[config.mk]
export PLATFORM = sky130hd
export DESIGN_NAME = irq_resolver
export DESIGN_NICKNAME = d
export VERILOG_FILES = /design/src/rtl/irq_res_pkg.sv /design/src/rtl/irq_prio_pick.sv /design/src/rtl/irq_req_capture.sv /design/src/rtl/irq_service.sv /design/src/rtl/irq_resolver.sv
export SDC_FILE = /design/constraint.sdc
export NUM_CORES = 1
export LEC_CHECK = 0
export BUFFER_PORTS_ARGS = -buffer_cell sky130_fd_sc_hd__buf_2
export CAP_MARGIN = 20
export CORE_AREA = 2 2 98 100
export CTS_BUF_LIST = sky130_fd_sc_hd__clkbuf_2 sky130_fd_sc_hd__clkbuf_4 sky130_fd_sc_hd__clkbuf_8
export DETAILED_ROUTE_END_ITERATION = 10
export DIE_AREA = 0 0 100 102
export MAX_ROUTING_LAYER = met4
export PLACE_DENSITY_LB_ADDON = 0.15
export SYNTH_ARGS = -nofsm -noshare
export SYNTH_HDL_FRONTEND = slang
export SYNTH_HIERARCHICAL = 1
export SYNTH_SLANG_ARGS = --single-unit
[constraint.sdc]
create_clock -name clk -period 4.4 [get_ports clk]
set_input_delay 0.66 -clock clk [delete_from_list [all_inputs] [get_ports clk]]
set_output_delay 0.66 -clock clk [all_outputs]
set_load 0.1 [all_outputs]
[src/rtl/irq_res_pkg.sv]
package irq_res_pkg;
  typedef enum logic [1:0] {
    EOI_NONE    = 2'd0,
    EOI_NONSPEC = 2'd1,
    EOI_SPEC    = 2'd2
  } eoi_kind_e;
endpackage

[src/rtl/irq_prio_pick.sv]
module irq_prio_pick #(
  parameter int N  = 8,
  parameter int IW = $clog2(N)
) (
  input  logic [N-1:0]  vec_in,
  input  logic [IW-1:0] lowest,
  output logic          found,
  output logic [IW-1:0] idx,
  output logic [IW-1:0] rank
);
  logic [IW-1:0] pos;

  // rank 0 is the line just above "lowest"; scan from worst to best so best wins
  always_comb begin
    found = 1'b0;
    idx   = '0;
    rank  = '0;
    pos   = '0;
    for (int k = N - 1; k >= 0; k--) begin
      pos = lowest + IW'(k) + IW'(1);
      if (vec_in[pos]) begin
        found = 1'b1;
        idx   = pos;
        rank  = IW'(k);
      end
    end
  end
endmodule

[src/rtl/irq_req_capture.sv]
module irq_req_capture #(
  parameter int N = 8
) (
  input  logic         clk,
  input  logic         rst_n,
  input  logic         level_mode,
  input  logic [N-1:0] req_in,
  input  logic [N-1:0] clr,
  output logic [N-1:0] irr_q
);
  logic [N-1:0] prev_q;
  logic [N-1:0] irr_d;

  always_comb begin
    if (level_mode) irr_d = req_in;
    else            irr_d = (irr_q & ~clr) | (req_in & ~prev_q);
  end

  always_ff @(posedge clk or negedge rst_n) begin
    if (!rst_n) begin
      irr_q  <= '0;
      prev_q <= '0;
    end else begin
      irr_q  <= irr_d;
      prev_q <= req_in;
    end
  end

  // edge mode keeps every captured bit until it is acknowledged
  p_edge_hold_r9: assert property (@(posedge clk) disable iff (!rst_n)
    (!level_mode && clr == '0) |=> ((irr_q & $past(irr_q)) == $past(irr_q)));
endmodule

[src/rtl/irq_service.sv]
module irq_service
  import irq_res_pkg::*;
#(
  parameter int N     = 8,
  parameter int IW    = $clog2(N),
  parameter int VEC_W = 8,
  parameter int BW    = VEC_W - IW
) (
  input  logic             clk,
  input  logic             rst_n,
  input  logic             ack_take,
  input  logic [IW-1:0]    win_idx,
  input  logic             auto_eoi,
  input  logic             rotate,
  input  logic             eoi_valid,
  input  logic             eoi_specific,
  input  logic [IW-1:0]    eoi_level,
  input  logic             top_found,
  input  logic [IW-1:0]    top_idx,
  input  logic [BW-1:0]    vec_base,
  output logic [N-1:0]     isr_q,
  output logic [IW-1:0]    low_q,
  output logic [VEC_W-1:0] vec_q
);
  eoi_kind_e       kind;
  logic [N-1:0]    eoi_clr;
  logic [N-1:0]    ack_set;
  logic [N-1:0]    isr_d;
  logic [IW-1:0]   low_d;
  logic            low_en;
  logic [VEC_W-1:0] vec_d;

  always_comb begin
    if (!eoi_valid)       kind = EOI_NONE;
    else if (eoi_specific) kind = EOI_SPEC;
    else                  kind = EOI_NONSPEC;
  end

  always_comb begin
    eoi_clr = '0;
    low_d   = low_q;
    low_en  = 1'b0;
    case (kind)
      EOI_SPEC: eoi_clr = N'(1) << eoi_level;
      EOI_NONSPEC: begin
        if (top_found) begin
          eoi_clr = N'(1) << top_idx;
          if (rotate) begin
            low_d  = top_idx;
            low_en = 1'b1;
          end
        end
      end
      default: eoi_clr = '0;
    endcase
    // automatic retirement at acknowledge is the newer event and wins
    if (ack_take && auto_eoi && rotate) begin
      low_d  = win_idx;
      low_en = 1'b1;
    end
    ack_set = (ack_take && !auto_eoi) ? (N'(1) << win_idx) : '0;
    isr_d   = (isr_q & ~eoi_clr) | ack_set;
    vec_d   = {vec_base, win_idx};
  end

  always_ff @(posedge clk or negedge rst_n) begin
    if (!rst_n) begin
      isr_q <= '0;
      low_q <= IW'(N - 1);
      vec_q <= '0;
    end else begin
      isr_q <= isr_d;
      if (low_en)   low_q <= low_d;
      if (ack_take) vec_q <= vec_d;
    end
  end

  p_aeoi_no_isr_r7: assert property (@(posedge clk) disable iff (!rst_n)
    (ack_take && auto_eoi) |=> !isr_q[$past(win_idx)]);

  p_eoi_shrinks_r5: assert property (@(posedge clk) disable iff (!rst_n)
    (eoi_valid && !ack_take) |=> ($countones(isr_q) <= $countones($past(isr_q))));

  p_ack_sets_isr_r10: assert property (@(posedge clk) disable iff (!rst_n)
    (ack_take && !auto_eoi && !eoi_valid) |=> isr_q[$past(win_idx)]);
endmodule

[src/rtl/irq_resolver.sv]
module irq_resolver #(
  parameter int N_IN   = 8,
  parameter int VEC_W  = 8,
  localparam int IW    = $clog2(N_IN),
  localparam int BW    = VEC_W - IW
) (
  input  logic             clk,
  input  logic             rst_n,
  input  logic [N_IN-1:0]  req_in,
  input  logic [N_IN-1:0]  mask_in,
  input  logic             cfg_level,
  input  logic             cfg_rotate,
  input  logic             cfg_auto_eoi,
  input  logic [BW-1:0]    cfg_vec_base,
  input  logic             ack,
  input  logic             eoi_valid,
  input  logic             eoi_specific,
  input  logic [IW-1:0]    eoi_level,
  output logic             irq_out,
  output logic [VEC_W-1:0] vec_out,
  output logic [N_IN-1:0]  isr_out
);
  logic [N_IN-1:0] irr_q;
  logic [N_IN-1:0] pend;
  logic [N_IN-1:0] req_clr;
  logic [N_IN-1:0] isr_q;
  logic [IW-1:0]   low_q;
  logic [IW-1:0]   eff_low;
  logic            p_found, s_found;
  logic [IW-1:0]   p_idx, p_rank, s_idx, s_rank;
  logic            qualify;
  logic            ack_take;

  assign eff_low  = cfg_rotate ? low_q : IW'(N_IN - 1);
  assign pend     = irr_q & ~mask_in;
  assign qualify  = p_found && (!s_found || (p_rank < s_rank));
  assign ack_take = ack && qualify;
  assign req_clr  = ack_take ? (N_IN'(1) << p_idx) : '0;

  irq_req_capture #(.N(N_IN)) u_cap (
    .clk(clk), .rst_n(rst_n), .level_mode(cfg_level),
    .req_in(req_in), .clr(req_clr), .irr_q(irr_q)
  );

  irq_prio_pick #(.N(N_IN), .IW(IW)) u_pick_req (
    .vec_in(pend), .lowest(eff_low), .found(p_found), .idx(p_idx), .rank(p_rank)
  );

  irq_prio_pick #(.N(N_IN), .IW(IW)) u_pick_isr (
    .vec_in(isr_q), .lowest(eff_low), .found(s_found), .idx(s_idx), .rank(s_rank)
  );

  irq_service #(.N(N_IN), .IW(IW), .VEC_W(VEC_W), .BW(BW)) u_svc (
    .clk(clk), .rst_n(rst_n), .ack_take(ack_take), .win_idx(p_idx),
    .auto_eoi(cfg_auto_eoi), .rotate(cfg_rotate),
    .eoi_valid(eoi_valid), .eoi_specific(eoi_specific), .eoi_level(eoi_level),
    .top_found(s_found), .top_idx(s_idx), .vec_base(cfg_vec_base),
    .isr_q(isr_q), .low_q(low_q), .vec_q(vec_out)
  );

  assign irq_out = qualify;
  assign isr_out = isr_q;

  p_irq_unmasked_r3: assert property (@(posedge clk) disable iff (!rst_n)
    irq_out |-> ((irr_q & ~mask_in) != '0));

  p_ack_clears_req_r10: assert property (@(posedge clk) disable iff (!rst_n)
    (ack_take && !cfg_level) |=> !irr_q[$past(p_idx)] || $rose(req_in[$past(p_idx)]));
endmodule

* After elaboration in Yosys (flattened, before gate mapping) *
Index checks and enable logic that the tools add are counted.
Widths: inputs -> output; s select.

operators by class
  $add $sub $neg = 14
  magnitude comparators = 9
  equality and inequality tests = 2
  shifts and indexed selects = 3
  muxes and demuxes = 96
  bitwise operators = 10
  reductions and logical operators = 12

operators with widths
  operator             count
  $mux 3               37
  $bmux 1 s3           16
  $mux 1               36
  $and 8x8->8          4
  $lt 3x4->1 const B   8
  $mux 8               4
  $not 8->8            4
  $add 3x1->3 const B  8
  $shl 1x3->8 const A  3
  $or 8x8->8           2
  $pmux 8 s2           1
  $add 3x3->3 const B  4
  $add 3x2->3 const B  2
  $reduce_bool 2->1    3
  $logic_and 1x1->1    5
  $mux 2               2
  $reduce_and 4->1     1
  $lt 3x3->1           1
  $eq 2x1->1 const B   1
  $eq 2x2->1 const B   1
  $logic_not 1->1      2
  $logic_or 1x1->1     1

word-level totals
  bits in registers = 35
  word-level logic and storage cells = 151

* Logic depth before layout (Yosys ltp) *
Gate-level depths: netlist of the first run.

  word-level depth = 22
  mapped depth = 20
  gate-level depth less buffers = 16

* By module *
Netlist of the first run, hierarchy kept.

by module, submodules not included
  module           times used  cells an instance  area an instance (um^2)  sequential area each (um^2)
  irq_prio_pick    2           113                1113.6                   0.0
  irq_service      1           74                 910.9                    479.2
  irq_req_capture  1           41                 596.8                    400.4
  irq_resolver     1           36                 249.0                    0.0

* Worst setup path before layout of the first run *
Ideal clock, no wire load.

  path type = input to output
  start = in cfg_rotate
  end = out irq_out
  arrival time = 6.048 ns
  setup slack = -2.308 ns
  cell stages on the path = 15
  buffers on the path = 3
  path through = nand2b_1 -> clkbuf_1 -> inv_1 -> ha_1 -> buf_6 -> mux4_2 -> or3_1 -> o311ai_0 -> o31ai_1 -> nor3_1 -> inv_1 -> ha_1 -> o21a_1 -> clkbuf_1 -> a21boi_0

on the way
  cells in the longest elaborated chain, start to end = 16
  elaborated cells on any way between the ends = 83
  classes of those cells = add/sub (14); order compare (1); mux (65); reduce/logical (3)

RTL lines
  element                       RTL line             text
  start, declared               irq_resolver.sv:12   input logic cfg_rotate,
  $mux 3 *                      irq_resolver.sv:34   assign eff_low = cfg_rotate ? low_q : IW'(N_IN - 1);
  $add 3x3->3                   irq_prio_pick.sv:20  pos = lowest + IW'(k) + IW'(1);
  $add 3x1->3                   irq_prio_pick.sv:20
  $bmux 1 s3                    irq_prio_pick.sv:21  if (vec_in[pos]) begin
  $mux 1 (implied by the code)  irq_prio_pick.sv:21
  $mux 3 (7 in a row)           irq_prio_pick.sv:21
  $mux 3 *                      irq_prio_pick.sv:21
  net s_rank[2]                 irq_resolver.sv:30   logic [IW-1:0] p_idx, p_rank, s_idx, s_rank;
  $lt 3x3->1 *                  irq_resolver.sv:36   assign qualify = p_found && (!s_found || (p_rank < s_rank));
  $logic_or 1x1->1 *            irq_resolver.sv:36
  $logic_and 1x1->1 *           irq_resolver.sv:36
  end, declared                 irq_resolver.sv:19   output logic irq_out,

Mark *: on every way through the listed nets, which the timed path passes. The rest lies on a longest branch. The select of a mux whose other input is x is not followed.

* Worst setup path after layout of the first run *
  start = reg u_svc.low_q[0]
  end = out irq_out

on the way
  cells in the longest elaborated chain, start to end = 16
  elaborated cells on any way between the ends = 83
  classes of those cells = add/sub (14); order compare (1); mux (65); reduce/logical (3)

RTL lines
  element                       RTL line             text
  start, declared               irq_service.sv:22    output logic [IW-1:0] low_q,
  start signal, assigned        irq_service.sv:69    low_q <= IW'(N - 1);
  start signal, assigned        irq_service.sv:73    if (low_en) low_q <= low_d;
  $mux 3 *                      irq_resolver.sv:34
  net eff_low[0]                irq_resolver.sv:28   logic [IW-1:0] eff_low;
  $add 3x3->3                   irq_prio_pick.sv:20
  $add 3x1->3                   irq_prio_pick.sv:20
  $bmux 1 s3                    irq_prio_pick.sv:21
  $mux 1 (implied by the code)  irq_prio_pick.sv:21
  $mux 3 (7 in a row)           irq_prio_pick.sv:21
  $mux 3 *                      irq_prio_pick.sv:21
  net p_rank[2]                 irq_resolver.sv:30
  $lt 3x3->1 *                  irq_resolver.sv:36
  $logic_or 1x1->1 *            irq_resolver.sv:36
  $logic_and 1x1->1 *           irq_resolver.sv:36

Marks and branches as above.

==> impl_metrics.ini, run 1 <==
[timing]
fin_skew_ns = 0.00701
slew_viol_final = 0
max-slew-margin-rel = 0.497
tightestPinTransition_ns = 0.754
fin_crit_ns = 4.39
final.period_utilization = 0.997
rsz0062_at_grt = true
hold_violations = 0
setup_violations = 0
max_freq_ghz = 0.228

[drt]
drt_iter0_drc = 301
wire_per_inst_um = 17.6
first_pass_iters = 4
ant_nets = 0
detailroute.via_count = 3478
wirelength_mm = 10.1
drc = 0
via_per_inst = 6.07

[cells_and_area]
diodes = 0
regArea_um2 = 880
drive_gt1_frac = 0.368
final_core_util = 0.518
nets = 501
multi_input_area_um2 = 2910
fill_cells = 847
synthToLayoutAreaGrowth_pct = 18.4
layout.cells.non_filler = 573

[logic_synthesis]
yosysSeqAreaShare = 0.221
yosys-top-cells-area = dfrtp_1, mux4_1, mux4_2
yosys.area.top_type_share = 0.201
ys.flop_type = dfrtp_1
synth_top_cell_by_area = dfrtp_1
ys_ff_latch = 35
synth_area_um2 = 3980
synth_warnings = 6
syn_avg_cell_area_um2 = 10.6
yosysMostFrequentCell = dfrtp_1
synthTopCellsByCount = dfrtp_1, nand2_1, nor2b_1
postSynthCellCount = 377
ys_types = 61
syn_nets = 417
synth-edff-count = 0
ys_async_sr_fraction = 1.00

[setup_path]
worst_r2r_path_depth = 13
critical_path.top_delay_family = compound AO/OA/AOI/OAI gates
crit_type = reg2out
crit_slowest_cell = mux4_1
r2r_end = u_svc/vec_q[1]
crit_chain = nand2b_4 -> buf_4 -> buf_4 -> mux4_1 -> o311ai_1 -> o31ai_2 -> nor3_1 -> ha_1 -> o21a_4 -> a21boi_4 -> buf_12
reg2reg_setup_slack_ns = 0.35
r2r_start = u_svc/low_q[0]
crit_path_end_kind = primary output
timing.critical_path.mode_cell = buf_4
cp-start-kind = register
critPathMaxFanout = 18
crit_path_start = u_svc/low_q[0]
cp.required_ns = 3.74
cp_data_arrival_time_ns = 3.73
path_buf_inv = 3
cp_slowest_stage_delay_ns = 0.64

[floorplan]
io_pins = 49
coreArea_um2 = 9110
die_w_um = 100
rows = 35
dieHeight_um = 102
start_util = 0.437
die-area_um2 = 10200

[clock_tree]
clockBufferDepth = 2
cts_inserted_buffers = 5
htreeDepth = 2
clock_sinks = 35
clk_pin_slew_ns = 0.07
clk_latency_ns = 0.28
tritoncts = done
clockRootBuffer = clkbuf_8

[global_routing]
antenna_found_initial = 0
gr-usage-all-layers = 0.210
gr-total-overflow = 0
grt_max_degree = 36
grt_pass1_wl_mm = 16.8
grt_pass1_vias = 3409

[place]
dp_cells = 560
gp_congestion = 0.936
portBuffers = 48
dp_hpwl_mm = 7.73

[run]
drv_cap = 0

[min_path]
min_path_type = in2async

[run_status]
status = finished clean
[layout make-up]
| class | count | share of cell area |
|---|---|---|
| clock inverter | 1 | 0.00106 |
| sequential | 35 | 0.187 |
| tap | 111 | 0.0295 |
| multi-input combinational | 307 | 0.617 |
| inverter | 15 | 0.0157 |
| timing repair buffer | 97 | 0.133 |
| clock buffer | 7 | 0.0178 |
[registers in the layout, indices dropped and copies added (netlist names)]
signal        cells
u_cap/irr_q       8
u_cap/prev_q      8
u_svc/isr_q       8
u_svc/low_q       3
u_svc/vec_q       8
[placed cells by master (no fill, tap or decap), types with 5 or more instances in the layout]
cell / synthesis / routed
a22oi_1: 6 / 6
inv_1: 13 / 12
ha_1: 8 / 6
clkbuf_8: 4 / 5
nor2b_1: 20 / 20
mux4_1: 18 / 16
nor3_1: 10 / 9
nand2b_1: 12 / 10
or3_1: 5 / 5
buf_4: 2 / 48
dfrtp_1: 32 / 32
buf_2: 0 / 47
nand2_1: 30 / 30
mux2i_1: 19 / 19
a22o_1: 6 / 6
a211oi_1: 8 / 8
o21ai_0: 12 / 12
a21oi_1: 7 / 6
nor3b_1: 12 / 12
mux4_2: 10 / 12
nor2_1: 15 / 15
a21o_1: 8 / 8
mux2_2: 18 / 18
[layer usage]
layer  part of all wire  track usage
met1               0.47        0.291
met2               0.47        0.335
met3              0.037       0.0192
met4              0.014       0.0569
met5                  0            -
[worst max-delay path by stage]
stage / endpoint / slack (ns) / cells after the start
2_1_floorplan: irq_out / -0.12 / 15
3_3_place_gp: irq_out / 0.05 / 13
3_5_place_dp: irq_out / 0.02 / 13
4_1_cts: irq_out / 0.003 / 13
5_1_grt: irq_out / -0.17 / 13
6_report: irq_out / 0.01 / 11
[cells by family after synthesis]
family | synth area share
simple gates | 0.189
mux | 0.294
flops | 0.221
fa+ha+maj | 0.0251
xor+xnor | 0.0295
buf+inv | 0.0688
compound gates | 0.173
[repair_timing]
item / 4_1_cts / 5_1_grt
pin swaps: 5 / 2
buffers inserted: 4 / 1
hold buffers: 0 / 0
gates resized for setup: 7 / 3
endpoints found under the setup margin: 1 / 14
[per-stage QoR]
step / area (µm²) / TNS (ns) / worst slack, ns / hold slack (ns)
3_5_place_dp: 4560 / 0 / 0.0154 / 0.491
5_1_grt: 4720 / -0.171 / -0.171 / 0.491
4_1_cts: 4690 / 0 / 0.00274 / 0.456
2_1_floorplan: 4060 / -0.118 / -0.118 / 0.364
6_report: 4720 / 0 / 0.0131 / 0.439
3_3_place_gp: 4560 / 0 / 0.0528 / 0.487
Power of run 1 is not shown: default switching activity piles up to over one toggle a cycle in this logic, so the estimate is an artifact.
==> inputs of run 2 (changes only) <==
- ABC_AREA: default -> 1
- CORE_AREA: 2 2 98 100 -> 2 2 94 96
- DIE_AREA: 0 0 100 102 -> 0 0 96 98
==> impl_metrics.ini, run 2 <==
[run_status]
status = finished clean

[setup_path]
path_depth = 17
critical_path.top_delay_family = adder cells
crit_type = reg2out
critPathMaxFanout = 8
r2r_start = u_svc/low_q[1]
cp-start-kind = register
cp_data_arrival_time_ns = 3.46
crit_path_start = u_svc/low_q[1]
crit_slowest_cell = dfstp_2
path_buf_inv = 5
cp.required_ns = 3.74
timing.critical_path.mode_cell = nand2_1
worst_r2r_path_depth = 22
crit_chain = inv_1 -> nand2_1 -> bufinv_8 -> ha_2 -> xor2_4 -> o21ai_0 -> nand2_1 -> nand2_2 -> nor2_2 -> inv_2 -> nor3_2 -> inv_1 -> ha_1 -> a21oi_1 -> nand2_1 -> a21boi_4 -> buf_12
cp_slowest_stage_delay_ns = 0.53
crit_path_end_kind = primary output

[clock_tree]
tritoncts = done
clock_sinks = 35
ctsResizeCount = 0
htreeDepth = 2
clk_latency_ns = 0.28
post_cts_buffers = 0
clockBufferDepth = 2
cts_hold_buf = 0
clockRootBuffer = clkbuf_8
cts_inserted_buffers = 5
clk_pin_slew_ns = 0.07

[cells_and_area]
layout_commonest_cell = nand2_1
diodes = 0
fill_cells = 888
synthToLayoutAreaGrowth_pct = 12.9
final_core_util = 0.490
multi_input_area_um2 = 2330
layout_common_cells = nand2_1, inv_1, nand3_1, buf_2, nor2_1
nets = 680
drive_gt1_frac = 0.254
regArea_um2 = 880

[logic_synthesis]
ys.flop_type = dfrtp_1
ys_types = 30
synth_area_um2 = 3680
syn_nets = 629
yosysMostFrequentCell = nand2_1
yosysSeqAreaShare = 0.239
synth-edff-count = 0
yosys-top-cells-area = dfrtp_1, nand2_1, nand3_1
yosys.area.top_type_share = 0.218
ys_ff_latch = 35
synth_top_cell_by_area = dfrtp_1
postSynthCellCount = 589
syn_avg_cell_area_um2 = 6.24
synth_warnings = 6
ys_async_sr_fraction = 1.00
synthTopCellsByCount = nand2_1, inv_1, nand3_1

[drt]
first_pass_iters = 4
drt_iter0_drc = 157
wirelength_mm = 8.90
wire_per_inst_um = 11.9
detailroute.via_count = 3676
drc = 0
via_per_inst = 4.91
ant_nets = 0

[timing]
hold_violations = 0
fin_skew_ns = 0.00646
max_freq_ghz = 0.243
setup_violations = 0
whs_ns = 0.454
fin_setup_tns_ns = 0
tightestPinTransition_ns = 0.785
fin_crit_ns = 4.12
final.period_utilization = 0.936
rsz0062_at_grt = false
slew_viol_final = 0
max-slew-margin-rel = 0.477

[place]
gp_congestion = 0.951
dp_hpwl_mm = 7.19
portBuffers = 48

[global_routing]
grt_pass1_wl_mm = 15.1
gr-total-overflow = 0
use_met3 = 0.0139
gr-usage-all-layers = 0.204
grt.met1_usage = 0.290
antenna_found_initial = 0
grt_pass1_vias = 3342
grt_max_degree = 36
met2_usage = 0.313
busiest_layer = met2

[run]
drv_cap = 0

[floorplan]
die_w_um = 96
io_pins = 49
start_util = 0.434
coreArea_um2 = 8470
dieHeight_um = 98
rows = 34
die-area_um2 = 9410

[min_path]
min_path_type = in2async
[run 2: cell families (layout without fill, tap and decap cells)]
group                      Yosys count  in the layout  synth area share
xor gates and xnor gates             8              8            0.0231
and+or+nand+nor                    389            389             0.516
adders and majority gates            8              8            0.0272
AOI/OAI and AO/OA                   39             39            0.0589
buffers and inverters              110            162             0.135
DFF                                 35             35             0.239
[run 2: layout make-up]
| cell class | instances | area share |
|---|---|---|
| Tap cell | 108 | 0.0325 |
| Sequential cell | 35 | 0.212 |
| Timing Repair Buffer | 55 | 0.0741 |
| Clock buffer | 8 | 0.0250 |
| Inverter | 99 | 0.0961 |
| Multi-Input combinational cell | 444 | 0.560 |
[run 2: path summary, 6_finish.rpt]
kind	slack, ns	endpoint
worst max-delay path	0.28	irq_out
worst min-delay path	0.45	u_svc/vec_q[0]
worst max register to register	0.54	u_svc/isr_q[0]
worst min register to register	0.47	u_svc/vec_q[7]
max in group asynchronous	3.44	u_cap/irr_q[7]
min in group clk	0.47	u_svc/vec_q[7]
[run 2: worst register-to-register path, cell delays in order, from the launching register on]
cell and delay [ns]:
dfstp_2 0.53, inv_1 0.04, nand2_1 0.08, bufinv_8 0.21, ha_2 0.47, xor2_4 0.24
o21ai_0 0.12, nand2_1 0.11, nand2_2 0.10, nor2_2 0.12, inv_2 0.05, nor3_2 0.13
inv_1 0.05, ha_1 0.28, a21oi_1 0.13, nand2_1 0.13, nand2_2 0.10, nand3_4 0.13
inv_1 0.18, inv_1 0.17, nor2_1 0.24, nand3_1 0.11, nand2_1 0.08
[run 2: through the flow]
step,setup WS (ns),cell area [µm²],std cells
4_1_cts,0.147,4140,749
5_1_grt,0.0199,4150,749
6_report,0.280,4150,749
2_1_floorplan,0.0462,3690,589
3_5_place_dp,0.167,4030,741
3_3_place_gp,0.212,4030,741
[run 2: metal layers]
metal,part of all wire,wire length [µm]
met5,0,0
met4,0.014,129
met3,0.035,308
met2,0.46,4060
met1,0.49,4400
Power of run 2 is left out for the same reason.
